[config.mk]
export PLATFORM = sky130hd
export DESIGN_NAME = fir_matmul
export DESIGN_NICKNAME = d
export VERILOG_FILES = /design/src/rtl/mm_pkg.sv /design/src/rtl/mm_ram.sv /design/src/rtl/mm_mac.sv /design/src/rtl/fir_matmul.sv
export SDC_FILE = /design/constraint.sdc
export NUM_CORES = 2
export LEC_CHECK = 0
export CORE_AREA = 2 2 656 462
export CTS_CLUSTER_DIAMETER = 80
export DETAILED_ROUTE_END_ITERATION = 7
export DIE_AREA = 0 0 658 464
export PLACE_DENSITY = 0.67
export SYNTH_ARGS = -nofsm -noshare
export SYNTH_HDL_FRONTEND = slang
export SYNTH_SLANG_ARGS = --single-unit
[constraint.sdc]
create_clock -name clk -period 9.8 [get_ports clk]
set_clock_uncertainty 0.15 [all_clocks]
set_input_delay 2.45 -clock clk [delete_from_list [all_inputs] [get_ports clk]]
set_output_delay 2.45 -clock clk [all_outputs]
set_load 0.005 [all_outputs]
[src/rtl/mm_pkg.sv]
package mm_pkg;

  typedef enum logic [2:0] {
    ST_IDLE,
    ST_LOAD,
    ST_MAC,
    ST_RES,
    ST_PUSH,
    ST_DONE
  } mm_state_e;

  localparam logic [1:0] SEL_CTRL = 2'd0;
  localparam logic [1:0] SEL_LEN  = 2'd1;
  localparam logic [1:0] SEL_CHAN = 2'd2;
  localparam logic [1:0] SEL_BASE = 2'd3;

  localparam int BIT_OFULL = 15;
  localparam int BIT_IFULL = 14;
  localparam int BIT_CONT  = 13;
  localparam int BIT_SAT   = 12;

endpackage

[src/rtl/mm_ram.sv]
module mm_ram #(
  parameter int W     = 24,
  parameter int DEPTH = 32,
  parameter int AW    = $clog2(DEPTH)
) (
  input  logic          clk,
  input  logic          we,
  input  logic [AW-1:0] waddr,
  input  logic [W-1:0]  wdata,
  input  logic [AW-1:0] raddr,
  output logic [W-1:0]  rdata
);

  logic [W-1:0] mem [DEPTH];

  always_ff @(posedge clk) begin
    if (we) mem[waddr] <= wdata;
    rdata <= mem[raddr];
  end

endmodule

[src/rtl/mm_mac.sv]
module mm_mac #(
  parameter int DW = 24,
  parameter int TW = 3
) (
  input  logic          clk,
  input  logic          rst,
  input  logic          vld,
  input  logic          first,
  input  logic          last,
  input  logic [DW-1:0] a,
  input  logic [DW-1:0] b,
  output logic          done,
  output logic [DW-1:0] res,
  output logic          sat
);

  localparam int AW = 2 * DW + TW + 1;
  localparam logic signed [AW-1:0] HI = {{(AW-DW+1){1'b0}}, {(DW-1){1'b1}}};
  localparam logic signed [AW-1:0] LO = ~HI;

  logic signed [2*DW-1:0] prod;
  logic signed [AW-1:0]   acc_q;
  logic signed [AW-1:0]   rnd;
  logic signed [AW-1:0]   sh;
  logic                   over, under;

  assign prod = $signed(a) * $signed(b);

  always_ff @(posedge clk) begin
    if (rst) begin
      acc_q <= '0;
      done  <= 1'b0;
    end else begin
      done <= vld && last;
      if (vld) acc_q <= (first ? '0 : acc_q) + AW'(prod);
    end
  end

  assign rnd   = acc_q + (AW'(1) <<< (DW - 2));
  assign sh    = rnd >>> (DW - 1);
  assign over  = sh > HI;
  assign under = sh < LO;
  assign sat   = over || under;
  assign res   = over ? HI[DW-1:0] : (under ? LO[DW-1:0] : sh[DW-1:0]);


  done_after_last_chk: assert property (@(posedge clk) disable iff (rst)
    vld && last |=> done);

endmodule

[src/rtl/fir_matmul.sv]
module fir_matmul
  import mm_pkg::*;
#(
  parameter int DW         = 24,
  parameter int MAX_TAPS   = 8,
  parameter int MAX_CH     = 4,
  parameter int COEF_DEPTH = 64,
  parameter int CAW        = $clog2(COEF_DEPTH)
) (
  input  logic           clk,
  input  logic           rst,
  input  logic           reg_we,
  input  logic [1:0]     reg_sel,
  input  logic [DW-1:0]  reg_wdata,
  output logic [15:0]    status,
  input  logic           in_we,
  input  logic [DW-1:0]  in_data,
  input  logic           out_rd,
  output logic [DW-1:0]  out_data,
  input  logic           coef_we,
  input  logic [CAW-1:0] coef_addr,
  input  logic [DW-1:0]  coef_wdata
);

  localparam int TW  = $clog2(MAX_TAPS);
  localparam int CHW = $clog2(MAX_CH);
  localparam int DAW = $clog2(MAX_TAPS * MAX_CH);
  localparam logic [DW-1:0] MAXV = {1'b0, {(DW-1){1'b1}}};
  localparam logic [DW-1:0] MINV = {1'b1, {(DW-1){1'b0}}};

  mm_state_e      state_q;
  logic           en_q, sat_q, cont_q, in_full_q, out_full_q;
  logic [TW-1:0]  len_m1_q, tap_q;
  logic [CHW-1:0] chm1_q, ch_q;
  logic [CAW-1:0] cbase_q;
  logic [DAW-1:0] wptr_q, rbase_q;
  logic [DW-1:0]  in_reg_q, out_q;
  logic           vld_q, first_q, last_q;
  logic           take, load_last, busy;
  logic [DW-1:0]  d_rdata, c_rdata, mac_res;
  logic           mac_done, mac_sat;

  assign take      = (state_q == ST_LOAD) && in_full_q;
  assign load_last = int'(wptr_q) == (int'(len_m1_q) + 1) * (int'(chm1_q) + 1) - 1;
  assign busy      = (state_q == ST_MAC) || (state_q == ST_RES) || (state_q == ST_PUSH);

  mm_ram #(.W(DW), .DEPTH(MAX_TAPS * MAX_CH), .AW(DAW)) u_dmem (
    .clk   (clk),
    .we    (take),
    .waddr (wptr_q),
    .wdata (in_reg_q),
    .raddr (rbase_q + DAW'(tap_q)),
    .rdata (d_rdata)
  );

  mm_ram #(.W(DW), .DEPTH(COEF_DEPTH), .AW(CAW)) u_cmem (
    .clk   (clk),
    .we    (coef_we),
    .waddr (coef_addr),
    .wdata (coef_wdata),
    .raddr (cbase_q + CAW'(tap_q)),
    .rdata (c_rdata)
  );

  mm_mac #(.DW(DW), .TW(TW)) u_mac (
    .clk   (clk),
    .rst   (rst),
    .vld   (vld_q),
    .first (first_q),
    .last  (last_q),
    .a     (d_rdata),
    .b     (c_rdata),
    .done  (mac_done),
    .res   (mac_res),
    .sat   (mac_sat)
  );

  always_ff @(posedge clk) begin
    if (rst) begin
      state_q    <= ST_IDLE;
      en_q       <= 1'b0;
      sat_q      <= 1'b0;
      cont_q     <= 1'b0;
      in_full_q  <= 1'b0;
      out_full_q <= 1'b0;
      len_m1_q   <= '0;
      chm1_q     <= '0;
      cbase_q    <= '0;
      tap_q      <= '0;
      ch_q       <= '0;
      wptr_q     <= '0;
      rbase_q    <= '0;
      in_reg_q   <= '0;
      out_q      <= '0;
      vld_q      <= 1'b0;
      first_q    <= 1'b0;
      last_q     <= 1'b0;
    end else begin
      vld_q <= 1'b0;

      // input register
      if (in_we && (!in_full_q || take)) begin
        in_reg_q  <= in_data;
        in_full_q <= 1'b1;
      end else if (take) begin
        in_full_q <= 1'b0;
      end

      if (out_rd) out_full_q <= 1'b0;
      if (coef_we && busy) cont_q <= 1'b1;

      unique case (state_q)
        ST_LOAD: if (take) begin
          wptr_q <= wptr_q + DAW'(1);
          if (load_last) begin
            state_q <= ST_MAC;
            tap_q   <= '0;
            ch_q    <= '0;
            rbase_q <= '0;
          end
        end
        ST_MAC: begin
          vld_q   <= 1'b1;
          first_q <= (tap_q == '0);
          last_q  <= (tap_q == len_m1_q);
          if (tap_q == len_m1_q) state_q <= ST_RES;
          else tap_q <= tap_q + TW'(1);
        end
        ST_RES: if (mac_done) state_q <= ST_PUSH;
        ST_PUSH: if (!out_full_q) begin
          out_q      <= mac_res;
          out_full_q <= 1'b1;
          if (mac_sat) sat_q <= 1'b1;
          if (ch_q == chm1_q) begin
            state_q <= ST_DONE;
          end else begin
            ch_q    <= ch_q + CHW'(1);
            tap_q   <= '0;
            rbase_q <= rbase_q + DAW'(len_m1_q) + DAW'(1);
            state_q <= ST_MAC;
          end
        end
        default: ;
      endcase

      // register writes come last so a disable overrides the sequencer
      if (reg_we) begin
        unique case (reg_sel)
          SEL_CTRL: begin
            if (reg_wdata == '0) begin
              en_q    <= 1'b0;
              state_q <= ST_IDLE;
              sat_q   <= 1'b0;
              cont_q  <= 1'b0;
            end else if (reg_wdata[0] && !en_q) begin
              en_q    <= 1'b1;
              state_q <= ST_LOAD;
              wptr_q  <= '0;
            end
          end
          SEL_LEN:  if (!en_q) len_m1_q <= reg_wdata[TW-1:0];
          SEL_CHAN: if (!en_q) chm1_q   <= reg_wdata[CHW-1:0];
          SEL_BASE: if (!en_q) cbase_q  <= reg_wdata[CAW-1:0];
          default: ;
        endcase
      end
    end
  end

  always_comb begin
    status            = '0;
    status[BIT_OFULL] = out_full_q;
    status[BIT_IFULL] = in_full_q;
    status[BIT_CONT]  = cont_q;
    status[BIT_SAT]   = sat_q;
    status[0]         = en_q;
  end

  assign out_data = out_q;


  out_hold_chk: assert property (@(posedge clk) disable iff (rst)
    out_full_q && !out_rd |=> out_full_q && $stable(out_q));


  in_keep_chk: assert property (@(posedge clk) disable iff (rst)
    in_full_q && !take && in_we |=> $stable(in_reg_q));


  base_lock_chk: assert property (@(posedge clk) disable iff (rst)
    en_q |=> $stable(cbase_q) && $stable(len_m1_q) && $stable(chm1_q));


  sat_value_chk: assert property (@(posedge clk) disable iff (rst)
    $rose(sat_q) |-> (out_q == MAXV || out_q == MINV));


  ch_range_chk: assert property (@(posedge clk) disable iff (rst)
    busy |-> ch_q <= chm1_q);

endmodule

==> flow_summary.json <==
{
  "dp.cells": 10944,
  "ff_latch_area_mm2": 0.0729,
  "dieHeight_um": 464,
  "io_buffers": 114,
  "hold_viol_final": 0,
  "first_pass_iters": 6,
  "place_ws_ns": -0.122,
  "ys_types": 88,
  "drc": 0,
  "setup_violations": 0,
  "area_growth_pct": 12.7,
  "coreArea_mm2": 0.299,
  "die_area_mm2": 0.305,
  "max_slew_margin_pct": 14.4,
  "layout_common_cells": "edfxtp_1 (2304), mux4_2 (744), inv_1 (655)",
  "met1_usage_pct": 27.1,
  "cts_max_level": 4,
  "ys_ff_latch": 2490,
  "yosys_warnings": 0,
  "syn_area_mm2": 0.119,
  "die_x_um": 658,
  "period_needed_ns": 9.58,
  "end_kind": "register",
  "cts_tree": "done",
  "synth_top_area_cell": "edfxtp_1",
  "start_kind": "register",
  "layout_setup_ws_ns": 0.217,
  "ys.flop_type": "edfxtp_1",
  "cp_max_fo": 12,
  "grt_usage_pct": 18.9,
  "period_share_pct": 97.8,
  "top_usage_layer": "met2",
  "io_pins": 126,
  "syn_area_per_cell_um2": 17.2,
  "instances_no_fill": 11396,
  "synth_top_area_share_pct": 58.0,
  "dpl.hpwl_mm": 177,
  "cts_made_buffers": 236,
  "use_met3_pct": 3.69,
  "grt_max_degree": 144,
  "fin_util_pct": 45.0,
  "nets": 8115,
  "drv_cap": 0,
  "multi_input_area_mm2": 0.0432,
  "avgRoutedWirePerCell_um": 25.4,
  "synth.top_cells.by_area": "edfxtp_1 (58%), mux4_2 (14%), fa_1 (10%)",
  "arrival_ns": 10.18,
  "grt_pass1_wl_mm": 431,
  "layout_commonest_cell": "edfxtp_1",
  "grt_pass1_vias": 64959,
  "clock_path_buffers": 4,
  "grt_overflow": 0,
  "clk_latency_ns": 0.93,
  "fin_hold_ws_ns": 0.294,
  "hold_class": "register to register",
  "cts_root_buffer": "clkbuf_16",
  "crit_slowest_cell": "fa_1",
  "worst_pin_slew_ns": 1.28,
  "clock_sinks": 2490,
  "routed_wirelength_mm": 289,
  "critPathKind": "register to register",
  "drtIter0Drc": 6908,
  "seq_area_frac_synth_pct": 61.1,
  "crit_required_ns": 10.40,
  "antenna_found_initial": 17,
  "vias": 62679,
  "clk_pin_slew_ns": 0.06,
  "start_util_pct": 39.9,
  "drive_above_1_share_pct": 21.0,
  "gp_congestion": 0.873,
  "fmax_mhz": 104,
  "grtUsageMet2_pct": 30.0,
  "rsz0062_at_grt": "true",
  "row_count": 168,
  "synth_edf_count": 2304,
  "synth_cells": 6942,
  "synth_async_sr_flop_share_pct": 0,
  "worst_path_largest_cell_delay_ns": 0.54,
  "ant_nets": 0,
  "drv_slew": 0,
  "crit_top_cell": "fa_1",
  "status": "finished clean",
  "fillers": 25194,
  "vias_per_cell": 5.50
}
## flip-flops by register name, indices dropped and copies added, names as in the netlist, 6 cells and up
register / flops
out_data: 24
u_dmem.mem: 768
in_reg_q: 24
u_dmem.rdata: 24
u_cmem.mem: 1536
u_cmem.rdata: 24
cbase_q: 6
u_mac.acc_q: 52
## worst max-delay path, delay by kind of cell, from the launching register on
kind / cells / cell delay [ns]
adders and majority gates: 9 / 4.17
AOI/OAI and AO/OA: 14 / 2.95
buffers and inverters: 8 / 0.90
and+or+nand+nor: 6 / 0.75
DFF: 1 / 0.36
muxes: 1 / 0.21
## metrics by stage
step                setup TNS (ns)  instance area (um^2)
global placement           -0.0952                126000
global route                -0.178                134000
CTS                              0                134000
floorplan                        0                119000
detailed placement          -0.126                126000
finish                           0                134000
## routing by layer
metal,vias to the layer above,wire length (um)
li1,26325,-
met3,413,22900
met5,-,94
met1,33513,124000
met4,14,6250
met2,2414,136000
## cell type report
cell class / count / area share [%]
Inverter: 656 / 1.83
Tap cell: 3995 / 3.72
Sequential cell: 2490 / 54.2
Antenna cell: 13 / 0.0242
Clock buffer: 278 / 4.54
Multi-Input combinational cell: 3462 / 32.1
Timing Repair Buffer: 349 / 2.38
Clock inverter: 153 / 1.15
## worst paths after layout
path | startpoint | endpoint | slack, ns | depth (start not counted)
min reg2reg | sat_q$_SDFF_PP0_ | sat_q$_SDFF_PP0_ | 0.29 | 2
max | u_cmem.rdata[1]$_DFF_P_ | u_mac.acc_q[51]$_SDFFE_PP0P_ | 0.22 | 38
max reg2reg | u_cmem.rdata[1]$_DFF_P_ | u_mac.acc_q[51]$_SDFFE_PP0P_ | 0.22 | 38
min | sat_q$_SDFF_PP0_ | sat_q$_SDFF_PP0_ | 0.29 | 2
## cells in the mapped netlist, types with 44 or more instances
library cell  count
clkbuf_1        263
nor2b_1          66
a21oi_1         135
mux2i_1          44
buf_1            57
ha_1            220
xor2_1           55
xnor2_1          90
o21ai_0          91
mux4_2          744
fa_1            614
inv_1           655
dfxtp_1         186
nand2_1         395
nor2_1          277
edfxtp_1       2304
and2_1          304
a21o_1           57
## what timing repair did
| item | 4_1_cts | 5_1_grt |
|---|---|---|
| setup endpoints to repair | 2 | 15 |
| cloned | 0 | 1 |
| gates resized for setup | 4 | 64 |
| buffers inserted | 0 | 7 |
| pin swaps | 0 | 14 |
| hold buffers | 0 | 0 |
## cells by family after synthesis
kind of cell,synth area share (%)
buffers and inverters,3.23
adders and majority gates,12.6
AOI/OAI and AO/OA,2.31
DFF,61.1
and+or+nand+nor,5.00
muxes,14.7
other,0.00314
xor gates and xnor gates,1.06
Power is not shown: default switching activity piles up to over one toggle a cycle in this logic, so the estimate is an artifact.
